<file path="config.mk">
export PLATFORM = sky130hd
export DESIGN_NAME = bcfg_regfile
export DESIGN_NICKNAME = d
export VERILOG_FILES = /design/src/rtl/bcfg_pkg.sv /design/src/rtl/bcfg_wpolicy.sv /design/src/rtl/bcfg_bank.sv /design/src/rtl/bcfg_regfile.sv
export SDC_FILE = /design/constraint.sdc
export NUM_CORES = 2
export LEC_CHECK = 0
export ABC_AREA = 1
export CORE_UTILIZATION = 50
export CTS_CLUSTER_DIAMETER = 50
export CTS_CLUSTER_SIZE = 25
export DETAILED_ROUTE_END_ITERATION = 8
export DONT_BUFFER_PORTS = 1
export PLACE_DENSITY = 0.75
export SLEW_MARGIN = 10
export SYNTH_ARGS = -nofsm -noshare
export SYNTH_HDL_FRONTEND = slang
export SYNTH_SLANG_ARGS = --single-unit
</file>
<file path="constraint.sdc">
create_clock -name clk -period 4.2 [get_ports clk]
set_input_delay 1.26 -clock clk [delete_from_list [all_inputs] [get_ports clk]]
set_output_delay 1.26 -clock clk [all_outputs]
set_load 0.01 [all_outputs]
</file>
<file path="src/rtl/bcfg_pkg.sv">
package bcfg_pkg;

   localparam int unsigned CFG_AW = 8;
   localparam int unsigned CFG_DW = 8;

   typedef logic [CFG_AW-1:0] addr_t;
   typedef logic [CFG_DW-1:0] byte_t;

   // fixed byte locations whose behaviour other logic depends on
   localparam addr_t A_CMD       = 8'h04;
   localparam addr_t A_STS       = 8'h07;
   localparam addr_t A_APER      = 8'h12;
   localparam addr_t A_MEM_BASE  = 8'h20;
   localparam addr_t A_MEM_LIM   = 8'h22;
   localparam addr_t A_PF_BASE   = 8'h24;
   localparam addr_t A_PF_LIM    = 8'h26;
   localparam addr_t A_PF_HI_ONE = 8'h25;
   localparam addr_t A_SHD0      = 8'h61;
   localparam addr_t A_SHD1      = 8'h62;
   localparam addr_t A_SHD2      = 8'h63;

   localparam byte_t HOST_CMD_MASK = 8'h40;
   localparam byte_t P2P_CMD_MASK  = 8'h47;
   localparam byte_t HOST_W1C_MASK = 8'hB0;
   localparam byte_t P2P_W1C_MASK  = 8'h30;
   localparam byte_t NIB_KEEP      = 8'hF0;

   localparam int unsigned NUM_SHADOW = 3;

   typedef enum logic [1:0] {
      WK_PLAIN,
      WK_MASKED,
      WK_W1C,
      WK_HINIB
   } wr_kind_e;

   function automatic logic host_read_only(addr_t a);
      return (a < 8'h04) ||
             (a inside {[8'h05:8'h06]}) ||
             (a inside {[8'h08:8'h0C]}) ||
             (a inside {[8'h0E:8'h11]}) ||
             (a inside {[8'h14:8'h4F]}) ||
             (a inside {[8'h79:8'h7D]}) ||
             (a inside {[8'h85:8'h87]}) ||
             (a inside {[8'h8C:8'hA7]}) ||
             (a inside {[8'hAD:8'hFC]});
   endfunction

   function automatic logic p2p_read_only(addr_t a);
      return (a < 8'h04) ||
             (a inside {[8'h05:8'h06]}) ||
             (a inside {[8'h08:8'h17]}) ||
             (a == 8'h1B) ||
             (a inside {[8'h1E:8'h1F]}) ||
             (a inside {[8'h28:8'h3D]}) ||
             (a >= 8'h43);
   endfunction

   function automatic wr_kind_e host_kind(addr_t a);
      if (a == A_CMD)  return WK_MASKED;
      if (a == A_STS)  return WK_W1C;
      if (a == A_APER) return WK_HINIB;
      return WK_PLAIN;
   endfunction

   function automatic wr_kind_e p2p_kind(addr_t a);
      if (a == A_CMD) return WK_MASKED;
      if (a == A_STS) return WK_W1C;
      if (a inside {A_MEM_BASE, A_MEM_LIM, A_PF_BASE, A_PF_LIM}) return WK_HINIB;
      return WK_PLAIN;
   endfunction

   function automatic byte_t apply_kind(wr_kind_e k, byte_t cur, byte_t wd, byte_t mask);
      unique case (k)
         WK_MASKED: return (cur & ~mask) | (wd & mask);
         WK_W1C:    return cur & ~(wd & mask);
         WK_HINIB:  return wd & NIB_KEEP;
         default:   return wd;
      endcase
   endfunction

   function automatic byte_t reset_value(int unsigned func_id, addr_t a);
      if ((func_id == 1) && (a == A_PF_HI_ONE)) return 8'hFF;
      return 8'h00;
   endfunction

endpackage

</file>
<file path="src/rtl/bcfg_wpolicy.sv">
module bcfg_wpolicy
   import bcfg_pkg::*;
#(
   parameter int unsigned FUNC_ID = 0
) (
   input  addr_t addr,
   input  byte_t cur_byte,
   input  byte_t wdata,
   output logic  wr_ok,
   output byte_t next_byte
);

   wr_kind_e kind;
   byte_t    mask;

   generate
      if (FUNC_ID == 0) begin : g_host
         always_comb begin
            wr_ok = !host_read_only(addr);
            kind  = host_kind(addr);
            mask  = (kind == WK_W1C) ? HOST_W1C_MASK : HOST_CMD_MASK;
         end
      end else if (FUNC_ID == 1) begin : g_p2p
         always_comb begin
            wr_ok = !p2p_read_only(addr);
            kind  = p2p_kind(addr);
            mask  = (kind == WK_W1C) ? P2P_W1C_MASK : P2P_CMD_MASK;
         end
      end else begin : g_bad
         $error("bcfg_wpolicy: FUNC_ID must be 0 or 1");
      end
   endgenerate

   assign next_byte = apply_kind(kind, cur_byte, wdata, mask);

endmodule

</file>
<file path="src/rtl/bcfg_bank.sv">
module bcfg_bank
   import bcfg_pkg::*;
#(
   parameter int unsigned FUNC_ID = 0,
   parameter int unsigned AW      = CFG_AW,
   parameter int unsigned DW      = CFG_DW
) (
   input  logic          clk,
   input  logic          rst_n,
   input  logic          wr_en,
   input  logic [AW-1:0] addr,
   input  logic [DW-1:0] wdata,
   input  logic [DW-1:0] sts_set,
   output logic [DW-1:0] rd_byte,
   output logic [DW-1:0] shadow [NUM_SHADOW]
);

   localparam int unsigned DEPTH    = 1 << AW;
   localparam byte_t       W1C_MASK = (FUNC_ID == 0) ? HOST_W1C_MASK : P2P_W1C_MASK;

   generate
      if (AW != CFG_AW) begin : g_aw_chk
         $error("bcfg_bank: AW must match package address width");
      end
      if (DW != CFG_DW) begin : g_dw_chk
         $error("bcfg_bank: DW must match package data width");
      end
   endgenerate

   logic [DW-1:0] mem [DEPTH];
   logic          pol_ok;
   logic [DW-1:0] pol_byte;
   logic          wr_commit;
   logic          sts_hit;
   logic [DW-1:0] sts_base;

   bcfg_wpolicy #(.FUNC_ID(FUNC_ID)) u_pol (
      .addr      (addr),
      .cur_byte  (mem[addr]),
      .wdata     (wdata),
      .wr_ok     (pol_ok),
      .next_byte (pol_byte)
   );

   assign wr_commit = wr_en && pol_ok;
   assign sts_hit   = wr_commit && (addr == A_STS);
   // set events are merged after any clear in the same cycle, so set wins
   assign sts_base  = sts_hit ? pol_byte : mem[A_STS];

   always_ff @(posedge clk) begin
      if (!rst_n) begin
         for (int i = 0; i < DEPTH; i++) begin
            mem[i] <= reset_value(FUNC_ID, addr_t'(i));
         end
      end else begin
         if (wr_commit) begin
            mem[addr] <= pol_byte;
         end
         if (|(sts_set & W1C_MASK)) begin
            mem[A_STS] <= sts_base | (sts_set & W1C_MASK);
         end
      end
   end

   assign rd_byte = mem[addr];

   generate
      if (FUNC_ID == 0) begin : g_shadow
         assign shadow[0] = mem[A_SHD0];
         assign shadow[1] = mem[A_SHD1];
         assign shadow[2] = mem[A_SHD2];
      end else begin : g_no_shadow
         for (genvar s = 0; s < NUM_SHADOW; s++) begin : g_zero
            assign shadow[s] = '0;
         end
      end
   endgenerate

endmodule

</file>
<file path="src/rtl/bcfg_regfile.sv">
module bcfg_regfile
   import bcfg_pkg::*;
#(
   parameter int unsigned FUNC_W   = 3,
   parameter int unsigned NUM_FUNC = 2
) (
   input  logic              clk,
   input  logic              rst_n,
   input  logic [FUNC_W-1:0] cfg_func,
   input  logic [7:0]        cfg_addr,
   input  logic              cfg_wr,
   input  logic [7:0]        cfg_wdata,
   input  logic [7:0]        host_sts_set,
   input  logic [7:0]        p2p_sts_set,
   output logic [7:0]        cfg_rdata,
   output logic [7:0]        shadow_ctl0,
   output logic [7:0]        shadow_ctl1,
   output logic [7:0]        shadow_ctl2
);

   localparam int unsigned SEL_W    = (NUM_FUNC > 1) ? $clog2(NUM_FUNC) : 1;
   localparam byte_t       MISS_VAL = 8'hFF;

   generate
      if (NUM_FUNC != 2) begin : g_nf_chk
         $error("bcfg_regfile: exactly two functions are supported");
      end
      if (FUNC_W < SEL_W) begin : g_fw_chk
         $error("bcfg_regfile: FUNC_W too narrow for NUM_FUNC");
      end
   endgenerate

   logic [7:0] bank_rd  [NUM_FUNC];
   logic [7:0] bank_shd [NUM_FUNC][NUM_SHADOW];
   logic [7:0] bank_sts [NUM_FUNC];
   logic       func_ok;

   assign bank_sts[0] = host_sts_set;
   assign bank_sts[1] = p2p_sts_set;
   assign func_ok     = (cfg_func < FUNC_W'(NUM_FUNC));

   generate
      for (genvar f = 0; f < NUM_FUNC; f++) begin : g_bank
         logic sel;
         assign sel = (cfg_func == FUNC_W'(f));

         bcfg_bank #(
            .FUNC_ID (f),
            .AW      (CFG_AW),
            .DW      (CFG_DW)
         ) u_bank (
            .clk     (clk),
            .rst_n   (rst_n),
            .wr_en   (cfg_wr && sel),
            .addr    (cfg_addr),
            .wdata   (cfg_wdata),
            .sts_set (bank_sts[f]),
            .rd_byte (bank_rd[f]),
            .shadow  (bank_shd[f])
         );
      end
   endgenerate

   always_ff @(posedge clk) begin
      if (!rst_n) begin
         cfg_rdata <= '0;
      end else if (func_ok) begin
         cfg_rdata <= bank_rd[cfg_func[SEL_W-1:0]];
      end else begin
         cfg_rdata <= MISS_VAL;
      end
   end

   // banks without shadow bytes drive zero, so an OR-merge is exact
   always_comb begin
      shadow_ctl0 = '0;
      shadow_ctl1 = '0;
      shadow_ctl2 = '0;
      for (int f = 0; f < NUM_FUNC; f++) begin
         shadow_ctl0 = shadow_ctl0 | bank_shd[f][0];
         shadow_ctl1 = shadow_ctl1 | bank_shd[f][1];
         shadow_ctl2 = shadow_ctl2 | bank_shd[f][2];
      end
   end

endmodule

</file>
Yosys cells after proc, flatten, opt, wreduce, memory -nomap -nowiden
Memories as Yosys holds them, arrays and structs flattened.
Cells that the tools add are included.
{"block": "word_totals", "regBits": 8, "ramBits": 4096, "in_bits": 38, "out_inout_bits": 32, "mem_count": 2}
{"block": "classes", "n_lt_le_gt_ge": 25, "eq_ne": 17, "mux": 53, "bitwise": 23, "reduce_logical": 38}
{"memory": "g_bank[0].u_bank.mem", "words": 256, "width": 8, "rd": 5, "rd_ports_with_merged_regs": 0, "wr": 256, "line_no": "bcfg_bank.sv:30", "rtl": "logic [DW-1:0] mem [DEPTH];"}
{"memory": "g_bank[1].u_bank.mem", "words": 256, "width": 8, "rd": 2, "rd_ports_with_merged_regs": 0, "wr": 256, "line_no": "bcfg_bank.sv:30"}
{"operator": "$mux 8", "n": 15}
{"operator": "$pmux 8 s3", "n": 2}
{"operator": "$and 8x8->8", "n": 5}
{"operator": "$eq 8x6->1 const B", "n": 4}
{"operator": "$mux 1", "n": 25}
{"operator": "$ge 8x8->1 const B", "n": 3}
{"operator": "$le 8x5->1 const B", "n": 3}
{"operator": "$le 8x8->1 const B", "n": 3}
{"operator": "$not 8->8", "n": 3}
{"operator": "$or 8x8->8", "n": 3}
{"operator": "$mux 2", "n": 10}
{"operator": "$logic_and 1x1->1", "n": 17}
{"operator": "$eq 8x3->1 const B", "n": 2}
{"operator": "$eq 8x5->1 const B", "n": 2}
{"operator": "$eq 8x8->1 const B", "n": 2}
{"operator": "$ge 8x4->1 const B", "n": 2}
{"operator": "$ge 8x5->1 const B", "n": 2}
{"operator": "$ge 8x7->1 const B", "n": 2}
{"operator": "$le 8x7->1 const B", "n": 2}
{"operator": "$reduce_or 8->1", "n": 2}
{"operator": "$logic_or 1x1->1", "n": 13}
{"operator": "$and 8x7->8", "n": 1}
{"operator": "$eq 2x2->1 const B", "n": 4}
{"operator": "$ge 8x3->1 const B", "n": 1}
{"operator": "other kinds (21)", "n": 28}

Longest topological paths before layout
{"block": "depth", "ltp_word": 18, "mapped_depth": 22, "ltp_nobuf": 17}

Cells and area by module
A second synthesis with hierarchy kept.
{"block": "unflattened", "cells_unflattened": 21449, "hier_area_um2": 190224.9}
{"module": "bcfg_bank at g_bank[0].u_bank", "instances": 1, "cells_each": 10582, "area_per_inst_um2": 94515.6, "seq_area_each_um2": 61499.0}
{"module": "bcfg_bank at g_bank[1].u_bank", "instances": 1, "cells_each": 10615, "area_per_inst_um2": 94331.7, "seq_area_each_um2": 61499.0}
{"module": "bcfg_regfile", "instances": 1, "cells_each": 80, "area_per_inst_um2": 534.3, "seq_area_each_um2": 160.2}
{"module": "bcfg_wpolicy at g_bank[0].u_bank.u_pol", "instances": 1, "cells_each": 99, "area_per_inst_um2": 479.2, "seq_area_each_um2": 0.0}
{"module": "bcfg_wpolicy at g_bank[1].u_bank.u_pol", "instances": 1, "cells_each": 73, "area_per_inst_um2": 364.1, "seq_area_each_um2": 0.0}

Worst setup path before layout
No wires, ideal clock.
{"block": "synth_path", "path_type": "input port to flip-flop", "startpoint": "input cfg_addr[0]", "endpoint": "memory g_bank[1].u_bank.mem[24][0] in the netlist's numbering, enable pin", "setup_ps": 329, "arrival_ps": 3358, "path_slack_ps": 513, "cell_stages": 16, "n_path_buf": 6, "path_cell_list": "buf_4 > buf_6 > nor2_2 > buf_4 > buf_4 > buf_6 > nor2_1 > nand4_1 > o21ai_0 > nor4_1 > and2_1 > nand2_1 > inv_2 > buf_6 > nand3_4 > nand2_1"}
{"item": "start: declaration", "line_no": "bcfg_regfile.sv:10", "rtl": "input logic [7:0] cfg_addr,"}
{"item": "end: declaration", "line_no": "bcfg_bank.sv:30"}

==> impl_metrics.yaml <==
floorplan:
  core.rowCount: 211
  initial_cell_density_of_the_core: 0.504
  design.core.area_sq_um: 331000
  chipHeight_um: 580
  dieArea_sq_um: 336000
  num_io_pins: 70
  die_width_um: 580
clock_network:
  cts.htree.levels: 5
  ctsResizeCount: 0
  clock_buffer_count_from_cts: 347
  cts_post_setup_buffers_inserted: 0
  worstSkewPairLatency_ns: 0.93
  post_cts_hold_buffer_count: 0
  cts_buffer_depth: 4
  tritoncts: "built"
  path_clk_slew_ns: 0.07
  library_cell_used_as_clock_root_buffer: "clkbuf_16"
  cts_num_sinks: 4104
finish:
  drive_gt1_frac: 0.0945
  layout.cells.most_common_list: "6468 x nand2_1, 4096 x edfxtp_1, 3436 x conb_1, 742 x buf_4, 630 x a21oi_1"
  nFillCells: 24800
  nets: 18400
  layout_commonest_cell: "nand2_1"
  area_growth_syn_to_layout_pct: 22.3
  postLayoutCellArea_sq_um: 204000
sta:
  worst_slew_pin_slew_ns: 1.42
  rsz0062_at_grt: "false"
  setup_violations: 683
  timing.final.max_slew_violations: 0
  period_share: 1.13
  timing.final.ws_setup_ns: -0.554
  timing.max_slew.rel_slack: 0.0538
  final-hold-violation-count: 0
  worst_clock_skew_ns: 0.0624
  setup-tns-final_ns: -214.10
  period_needed_ns: 4.75
  achievable-frequency_mhz: 210
drt:
  first_iter_violations: 13000
  vias: 115000
  final_antenna_net_count: 0
  route.detailed.wl_per_inst_um: 18.8
  detail_route.first_pass.iterations: 6
  via_per_inst: 5.00
  postRouteWirelength_mm: 433
  drc: 0
power_and_ir_drop:
  max-vdd-ir-drop_mv: 0.378
  leakagePower_nw: 85.9
  power-per-cell-area_nw_per_um2: 442
worst_setup_path:
  category_of_the_most_critical_setup_path: "in -> reg"
  startpoint_type: "input pin"
  critical-path-top-cell-by-count: "nand2_1"
  cp_data_arrival_time_ns: 5.39
  crit-reg2reg-capture: "g_bank[0].u_bank.mem[97][6]"
  cp_slowest_cell: "nand2_2"
  worstPathRequired_ns: 4.83
  rrSetupSlack_ns: 1.14
  critical_path.cell_chain: "nand2_2, inv_8, buf_12, buf_4, nand2_1, nand4_1, nand2_1, nand2_1, o21ai_0, nand2_1, nor2_1, nand3_1, o21ai_4, buf_12, a21oi_1"
  cpPeakStageDelay_ns: 0.51
  worstReg2RegStart: "g_bank[0].u_bank.mem[49][6]"
  endpoint_kind: "flop"
  worstPathMaxFanout: 499
  reg2regPathDepth: 19
global_route:
  grt_pass1_vias: 113000
  largest_net_degree_at_the_start_of_global_routing: 524
  grt_pass1_wl_mm: 650
  global_route.overflow_total: 0
  grtUsageTotal: 0.254
  antenna_found_initial: 13
place:
  detailed_place.area_sq_um: 192000
  final_weighted_congestion_in_routability_driven_placement: 0.916
  place.detailed.hpwl_mm: 280
  buffer_ports.inserted: 0
worst_hold_path:
  worst_min_delay_path_category: "in -> reg"
  timing.hold.worst_endpoint: "g_bank[0].u_bank.mem[7][7]"
  worst_min_delay_path_startpoint: "host_sts_set[7]"
  holdPathStages: 2
outcome:
  failed_checks: "negative setup slack"
  status: "finished, violations left"
synth:
  synth_cell_type_count: 39
  synth_sequential_area_ratio: 0.737
  synth_area_sq_um: 167000
  postSynthRegisterBits: 4104
  synthesis.instances: 14500
  synth.avg_cell_area_sq_um: 11.5
  post_synth_main_area_contributors: "edfxtp_1 74%, nand2_1 15%, nand4_1 2.0%, a21oi_1 1.9%, a22oi_1 1.4%"
  synthesis.yosys.warnings: 0
  synth_area_leader_cell: "edfxtp_1"
  yosysTopAreaCellShare: 0.737
flow_run:
  max-cap-violations: 0
[worst max path at each step]
stage | startpoint | end | slack, ns | depth (start not counted)
floorplan | cfg_addr[0] | g_bank[1].u_bank.mem[24][0] | 0.51 | 16
global placement | cfg_addr[0] | g_bank[0].u_bank.mem[7][7] | -0.75 | 20
detailed placement | cfg_addr[0] | g_bank[0].u_bank.mem[118][1] | -0.73 | 15
CTS | cfg_addr[0] | g_bank[0].u_bank.mem[97][3] | 0.21 | 17
global route | cfg_addr[0] | g_bank[0].u_bank.mem[97][1] | 0.01 | 15
finish | cfg_addr[0] | g_bank[0].u_bank.mem[97][1] | -0.55 | 15
[worst max-delay path, delay by kind of cell]
family | cells | cell delay [ns]
and+or+nand+nor | 8 | 1.63
buffers and inverters | 4 | 0.90
AOI/OAI and AO/OA | 3 | 0.81
[cells by family after synthesis]
family | synth area share
flops | 0.737
compound gates | 0.0401
simple gates | 0.187
other cells | 0.0000225
buf+inv | 0.0358
[area by class of cell]
cell class,instances,area [sq um],area share
inverter,632,2420,0.0118
timing repair buffer,966,10100,0.0492
multi-input combinational,12300,50900,0.249
tap,4366,5460,0.0267
sequential,4104,123000,0.603
antenna,9,22.5,0.000110
clock inverter,262,3240,0.0158
clock buffer,371,9030,0.0442
[cell usage after synthesis (all sizes together)]
cell	count
a211o	1
a21oi	630
a221oi	1
a22oi	314
and2	1
buf	437
clkbuf	391
clkinv	4
conb	1
dfxtp	8
edfxtp	4096
inv	628
nand2	6487
nand3	183
nand4	543
nor2	440
nor3	69
nor4	2
o2111ai	1
o211ai	1
o21ai	218
o21bai	3
o22ai	3
or2	2
[routing by layer]
layer,vias up,share of wire,global-route usage
met5,-,0.00014,0
li1,53900,-,-
met1,54900,0.38,0.324
met3,1173,0.096,0.0461
met2,5217,0.47,0.420
met4,10,0.054,0.124
[registers in the layout (all words and copies together), names as in the netlist]
signal and flops:
cfg_rdata 8, g_bank.u_bank.mem 4096
[power by group]
group | leakage (nW) | switching (W) | internal (W)
Sequential | 40.0 | 0.000816 | 0.0484
Combinational | 40.0 | 0.00482 | 0.00205
Clock | 5.94 | 0.0166 | 0.0178
[through the flow]
stage          setup slack [ns]  cells   util  power [W]  hold WS [ns]
2_1_floorplan             0.513  17900      -     0.0537         0.618
4_1_cts                   0.211  23000  0.617     0.0905         0.559
3_3_place_gp             -0.754  22400  0.580     0.0564         0.661
6_report                 -0.554  23000  0.617     0.0904         0.604
3_5_place_dp             -0.727  22400  0.580     0.0567         0.654
5_1_grt                  0.0101  23000  0.617     0.0930         0.603
Note: power is estimated with default switching activity, not from simulation.
